`config.mk`:
```
export PLATFORM = sky130hd
export DESIGN_NAME = act_prec_detect
export DESIGN_NICKNAME = d
export VERILOG_FILES = /design/src/rtl/act_prec_pkg.sv /design/src/rtl/act_prec_lane_or.sv /design/src/rtl/act_prec_lod.sv /design/src/rtl/act_prec_shape.sv /design/src/rtl/act_prec_detect.sv
export SDC_FILE = /design/constraint.sdc
export NUM_CORES = 1
export LEC_CHECK = 0
export CAP_MARGIN = 20
export CORE_AREA = 4 4 105 107
export DETAILED_ROUTE_END_ITERATION = 12
export DIE_AREA = 0 0 109 111
export GPL_TIMING_DRIVEN = 0
export PLACE_DENSITY = 0.71
export SLEW_MARGIN = 0
export SYNTH_ARGS = -nofsm -noshare
export SYNTH_HDL_FRONTEND = slang
export SYNTH_SLANG_ARGS = --single-unit
```
`constraint.sdc`:
```
create_clock -name clk -period 4.2 [get_ports clk]
set_clock_uncertainty 0.15 [all_clocks]
set_input_delay 1.05 -clock clk [delete_from_list [all_inputs] [get_ports clk]]
set_output_delay 1.05 -clock clk [all_outputs]
set_load 0.01 [all_outputs]
```
`src/rtl/act_prec_pkg.sv`:
```
package act_prec_pkg;
  // width of a bit-count field able to hold 0..w
  function automatic int count_width(int w);
    return $clog2(w + 1);
  endfunction
endpackage

```
`src/rtl/act_prec_lane_or.sv`:
```
module act_prec_lane_or #(
  parameter int LANES = 16,
  parameter int AW    = 16
) (
  input  logic [LANES*AW-1:0] lanes,
  output logic [AW-1:0]       presence
);
  genvar b, l;
  generate
    for (b = 0; b < AW; b++) begin : g_bit
      logic [LANES-1:0] column;
      for (l = 0; l < LANES; l++) begin : g_lane
        assign column[l] = lanes[l*AW + b];
      end
      assign presence[b] = |column;
    end
  endgenerate
endmodule

```
`src/rtl/act_prec_lod.sv`:
```
module act_prec_lod #(
  parameter int AW = 16,
  parameter int PW = 5
) (
  input  logic [AW-1:0] vec,
  output logic [PW-1:0] width
);
  always_comb begin
    width = '0;
    for (int i = 0; i < AW; i++) begin
      if (vec[i]) width = PW'(i + 1);
    end
  end
endmodule

```
`src/rtl/act_prec_shape.sv`:
```
module act_prec_shape #(
  parameter int AW   = 16,
  parameter int PW   = 5,
  parameter int STEP = 1
) (
  input  logic [PW-1:0] raw,
  input  logic [PW-1:0] ceiling,
  output logic [PW-1:0] prec
);
  logic [PW-1:0] floor_raw, cap, lim;

  always_comb begin
    floor_raw = (raw == '0) ? PW'(1) : raw;
    if (ceiling == '0)           cap = PW'(1);
    else if (ceiling > PW'(AW))  cap = PW'(AW);
    else                         cap = ceiling;
    lim = (floor_raw < cap) ? floor_raw : cap;
  end

  generate
    if (STEP > 1) begin : g_round
      logic [PW:0] sum;
      assign sum  = {1'b0, lim} + (PW+1)'(STEP - 1);
      assign prec = PW'(sum & ~((PW+1)'(STEP - 1)));
    end else begin : g_pass
      assign prec = lim;
    end
  endgenerate
endmodule

```
`src/rtl/act_prec_detect.sv`:
```
module act_prec_detect
  import act_prec_pkg::*;
#(
  parameter int LANES = 16,
  parameter int AW    = 16,
  parameter int STEP  = 1,
  localparam int PW   = count_width(AW)
) (
  input  logic                clk,
  input  logic                rst_n,
  input  logic                in_valid,
  output logic                in_ready,
  input  logic                in_first,
  input  logic                in_last,
  input  logic [LANES*AW-1:0] in_data,
  input  logic [PW-1:0]       layer_prec,
  output logic                out_valid,
  output logic [PW-1:0]       out_prec
);
  logic          take;
  logic [AW-1:0] beat_bits, acc_q, acc_d;
  logic [PW-1:0] raw_w, shaped;

  assign in_ready = rst_n;
  assign take     = in_valid && in_ready;

  act_prec_lane_or #(.LANES(LANES), .AW(AW)) u_or (
    .lanes(in_data), .presence(beat_bits));

  assign acc_d = (in_first ? '0 : acc_q) | beat_bits;

  act_prec_lod #(.AW(AW), .PW(PW)) u_lod (.vec(acc_d), .width(raw_w));

  act_prec_shape #(.AW(AW), .PW(PW), .STEP(STEP)) u_shape (
    .raw(raw_w), .ceiling(layer_prec), .prec(shaped));

  always_ff @(posedge clk or negedge rst_n) begin
    if (!rst_n) begin
      acc_q     <= '0;
      out_valid <= 1'b0;
      out_prec  <= '0;
    end else begin
      out_valid <= take && in_last;
      if (take) acc_q <= acc_d;
      if (take && in_last) out_prec <= shaped;
    end
  end


  strobe_follows_last_chk: assert property (@(posedge clk) disable iff (!rst_n)
    out_valid |-> $past(in_valid && in_ready && in_last));

  prec_held_chk: assert property (@(posedge clk) disable iff (!rst_n)
    !(in_valid && in_ready && in_last) |=> $stable(out_prec));

  prec_range_chk: assert property (@(posedge clk) disable iff (!rst_n)
    out_valid |-> (out_prec >= PW'(1)) && (out_prec <= PW'(AW)));

  step_multiple_chk: assert property (@(posedge clk) disable iff (!rst_n)
    out_valid |-> (int'(out_prec) % STEP) == 0);

  ceiling_chk: assert property (@(posedge clk) disable iff (!rst_n)
    (in_valid && in_ready && in_last && layer_prec == PW'(1)) |=> out_prec == PW'(STEP));
endmodule

```
# Word-level counts from Yosys, hierarchy flattened
# Index checks and enable logic that the tools add are counted.
[totals] ff_bits=22 input_bits=266 elab_cells=47
[classes] magnitude_cmp=2 muxes=21 bitwise_logic=1 reduce_logical=20
[ops] operator="$reduce_or A16 Y1" n=16
[ops] operator="$mux W4" n=8
[ops] operator="$mux W5" n=5
[ops] operator="$mux W16" n=1
[ops] operator="$or A16 B16 Y16" n=1
[ops] operator="$mux W3" n=4
[ops] operator="$logic_not A5 Y1" n=2
[ops] operator="$gt A5 B5 Y1 const B" n=1
[ops] operator="$lt A5 B5 Y1" n=1
[ops] operator="$mux W2" n=2
[ops] operator="$logic_and A1 B1 Y1" n=2
[ops] operator="$mux W1" n=1

# Logic depth before layout (Yosys ltp)
[logic_depth] depth_word=22 depth_mapped=15

# By module
# Synthesis repeated with hierarchy kept, for this count alone.
[hier_totals] cells_unflattened=208 hier_area_um2=1866.8
[modules_own_cells] module="act_prec_detect" instances=1 cells_each=69 area_each_um2=960.9
[modules_own_cells] module="act_prec_lane_or" instances=1 cells_each=80 area_each_um2=500.5
[modules_own_cells] module="act_prec_shape" instances=1 cells_each=32 area_each_um2=242.7
[modules_own_cells] module="act_prec_lod" instances=1 cells_each=27 area_each_um2=162.7

# Worst setup path after synthesis
# OpenSTA, ideal clock, no wires.
[synth_path] kind="input -> register" startpoint="input in_data[222]" endpoint="register out_prec[2]" setup_ns=0.124 arrival_time_ns=3.911 required_ns=3.926 slack_ns=0.015 stages=14 path_cell_list="or4_1 > a2111o_1 > nor3_1 > nand3_1 > nor2_1 > nor2_1 > ha_1 > a21o_1 > a21o_1 > a21oi_1 > and3_1 > a21bo_2 > nor3_1 > a211o_1"
[synth_via] elab_chain_len=8
[synth_rtl] item="start, declared" line_no="act_prec_detect.sv:15" text="input logic [LANES*AW-1:0] in_data,"
[synth_rtl] item="$reduce_or A16 Y1 (*)" line_no="act_prec_lane_or.sv:15" text="assign presence[b] = |column;"
[synth_rtl] item="$or A16 B16 Y16 (*)" line_no="act_prec_detect.sv:30" text="assign acc_d = (in_first ? '0 : acc_q) | beat_bits;"
[synth_rtl] item="$mux W4 (*)" line_no="act_prec_lod.sv:11" text="if (vec[i]) width = PW'(i + 1);"
[synth_rtl] item="$mux W5 (*)" line_no="act_prec_lod.sv:11"
[synth_rtl] item="$logic_not A5 Y1" line_no="act_prec_shape.sv:13" text="floor_raw = (raw == '0) ? PW'(1) : raw;"
[synth_rtl] item="$mux W5 (*)" line_no="act_prec_shape.sv:13"
[synth_rtl] item="$lt A5 B5 Y1" line_no="act_prec_shape.sv:17" text="lim = (floor_raw < cap) ? floor_raw : cap;"
[synth_rtl] item="$mux W5 (*)" line_no="act_prec_shape.sv:17"
[synth_rtl] item="end signal, assigned" line_no="act_prec_detect.sv:45" text="if (take && in_last) out_prec <= shaped;"
[synth_rtl] item="end, declared" line_no="act_prec_detect.sv:18" text="output logic [PW-1:0] out_prec"
# Every way passes the cells marked *; elsewhere a longest branch is shown, timed or not.
# A chain may end at the register's enable or synchronous reset.

# Worst setup path after layout
[layout_path] startpoint="input in_data[198]" endpoint="register out_prec[1]"
[layout_via] elab_chain_len=16
[layout_rtl] item="$reduce_or A16 Y1 (*)" line_no="act_prec_lane_or.sv:15"
[layout_rtl] item="$or A16 B16 Y16 (*)" line_no="act_prec_detect.sv:30"
[layout_rtl] item="$mux W3 (*)" line_no="act_prec_lod.sv:11"
[layout_rtl] item="$mux W4 (*) (8 in series)" line_no="act_prec_lod.sv:11"
[layout_rtl] item="$mux W5 (*)" line_no="act_prec_lod.sv:11"
[layout_rtl] item="$logic_not A5 Y1" line_no="act_prec_shape.sv:13"
[layout_rtl] item="$mux W5 (*)" line_no="act_prec_shape.sv:13"
[layout_rtl] item="$lt A5 B5 Y1" line_no="act_prec_shape.sv:17"
[layout_rtl] item="$mux W5 (*)" line_no="act_prec_shape.sv:17"
# Marks and branches as above.

==> flow_summary.yaml <==
outcome:
  status: "finished clean"
placed_design:
  hpwl_um: 8842
  io_buffers: 256
  dp_slack_ps: -932.5
  gp_congestion: 0.8102
die:
  die_x_um: 109
  ios: 273
  rows: 37
  fp.dieH_um: 111
  die-area_um2: 12100
  core_um2: 10140
  initial_core_util: 0.1765
finish:
  diodes: 0
  syn_to_final_growth_pct: 215.2
  drive_gt1_frac: 0.2836
  fin_util: 0.5563
  fin_nets: 800
sta:
  tightest_slew_ps: 585.0
  slew_viol_final: 0
  fin_crit_ps: 4129
  post-route-period-util: 0.9832
  slew_headroom: 0.6100
  setup_viol: 0
  fin_ws_ps: 70.64
  hold_viol: 0
  timing.hold.ws_ps: 347.7
  fmaxAchievable_mhz: 242.2
setup_path:
  crit_type: "input pin to register"
  startpoint_type: "input pin"
  arrival_ps: 4120
  critPathCaptureType: "register"
  cp_data_required_time_ps: 4190
  cp_max_fo: 6
routing:
  totalWireLength_um: 11670
  dr.pass1.iters: 4
  ant_nets: 0
  via_count: 3129
  first_iter_violations: 72
  wl_per_cell_um: 17.54
  routed_via_density: 4.705
  drc: 0
synth:
  ys.flop_type: "dfrtp_1"
  synth_warnings: 0
  avgSynthCellArea_um2: 8.096
  synthCells: 221
  synthesis.nets: 491
  yosys.cell_types.count: 45
  seq_area_frac_synth: 0.2937
  synth_area_leaders: "dfrtp_1 29%, nor4_1 15%, or4_1 6.7%, a21oi_1 4.8%, nor2_1 4.4%"
  async_reset_ff_frac: 1.000
  synth_top_area_share: 0.2937
  synth_edf_count: 0
  netlist_area_um2: 1789
  ys_ff_latch: 21
  yosys.area.top_type: "dfrtp_1"
global_routing:
  grt_pass1_wl_um: 15790
  globalRoute.totalOverflow: 0
  antenna_found_initial: 0
  grt_pass1_vias: 3445
  track_usage: 0.1635
  grt_max_degree: 24
clocking:
  cts_hold_buf: 0
  cts_sinks: 21
  clkLatencyLatePin_ps: 260
  cts-htree-levels: 1
  numCtsBuffers: 3
  clockBufferDepth: 2
  cts_tree: "yes"
  clk_pin_slew_ps: 90
  ctsRootBufferMaster: "clkbuf_8"
power:
  power.switching_uw: 178.4
  power_leakage_uw: 0.002860
  p_seq_frac: 0.317
  p_comb_frac: 0.473
  switching_share: 0.2636
  internal_power_uw: 498.4
  clockPowerShare: 0.211
  vdd_ir_drop_max_mv: 0.06054
  power_density_nw_per_um2: 120.0
job:
  drv_cap: 0
hold_path:
  hold_path_class: "register to register"
[metrics by stage]
step	total power [µW]	instance area (µm²)	setup TNS (ps)	cells
floorplan	257.8	1789	0	221
global placement	520.7	4522	-3637	613
detailed placement	525.8	4522	-3912	613
CTS	667.9	5045	0	657
global route	712.0	5640	-329.8	665
finish	676.8	5640	0	665
[final cells by class]
type / instances / area [µm²]
plain buffers: 5 / 26.28
clock buffers: 4 / 45.04
fillers: 865 / 4498
inverters: 9 / 41.29
multi-input cells: 186 / 1723
flip-flops and latches: 21 / 525.5
well taps: 136 / 170.2
repair buffers: 304 / 3109
[power by group through the flow]
| stage | clock network (µW) | logic, µW | registers [µW] |
|---|---|---|---|
| floorplan | 0 | 36.1 | 222 |
| global placement | 0 | 302 | 218 |
| detailed placement | 0 | 307 | 219 |
| CTS | 146 | 307 | 215 |
| global route | 156 | 341 | 216 |
| finish | 143 | 320 | 214 |
[state kept, by name (all words and copies together) (netlist names)]
| signal | flops |
|---|---|
| acc_q | 15 |
| out_prec | 5 |
| out_valid | 1 |
[cells in the final DEF (no fill, tap or decap), types with 4 or more instances in the layout]
cell	n
a211oi_4	5
a21oi_1	14
buf_4	46
clkbuf_1	4
clkbuf_2	9
clkdlybuf4s15_1	21
clkdlybuf4s50_1	111
dfrtp_1	21
dlygate4sd2_1	22
dlymetal6s2s_1	92
inv_1	8
nand2_1	11
nand3_1	9
nor2_1	17
nor2_4	4
nor3_4	4
nor4_1	13
nor4_2	25
nor4_4	5
or4_4	16
[routing by layer]
layer	up-vias	wire length, µm	GRT usage
li1	1505	-	-
met1	1441	3810	0.1613
met5	-	0	0
met3	14	1152	0.02912
met2	169	6544	0.3391
met4	0	159	0.03283
[synthesized netlist by cell type, drive strengths merged (3+ instances only)]
cell and count:
nor4 43, dfrtp 21, nor2 21, or4 18
a21oi 17, nand2 15, nand3 10, inv 8
nor3 7, a211oi 6, o21ai 5, ha 4
or3 4, a211o 3, and2 3, clkbuf 3
mux2 3, o2111ai 3
[worst max-delay path, cell delays in order]
cell,delay [ps]
clkdlybuf4s50_1,430
nor4_1,310
nand3_1,180
a211oi_4,280
and4_1,230
a221o_1,210
a21oi_4,80
ha_2,160
a21o_1,180
a21o_1,180
a21oi_2,170
and3_1,190
a21bo_4,160
buf_12,110
or2_1,100
a31oi_1,80
[cells by family (layout without fill, tap and decap cells)]
group                      count (synthesis)  after routing  synth area share
DFF                                       21             21            0.2937
adders and majority gates                  4              4           0.02797
muxes                                      3              3           0.01888
AOI/OAI and AO/OA                         48             48            0.1902
buffers and inverters                     14            322           0.03426
and+or+nand+nor                          131            131            0.4350
[final timing paths]
path,start,to,slack [ps],depth (start not counted)
max,in_data[198],out_prec[1],70,16
min,out_prec[4],out_prec[4],350,2
max reg2reg,acc_q[10],out_prec[1],1050,16
min reg2reg,out_prec[4],out_prec[4],350,2
max in group asynchronous,rst_n,acc_q[9],2720,2
min in group asynchronous,rst_n,acc_q[15],700,1
[timing repair]
item                       4_1_cts  5_1_grt
pin swaps                       52       92
setup endpoints to repair        6        4
buffers inserted                40        8
resized for setup              101      187
hold endpoints to repair         0        0
No activity file was read; power rests on OpenSTA's default activity.
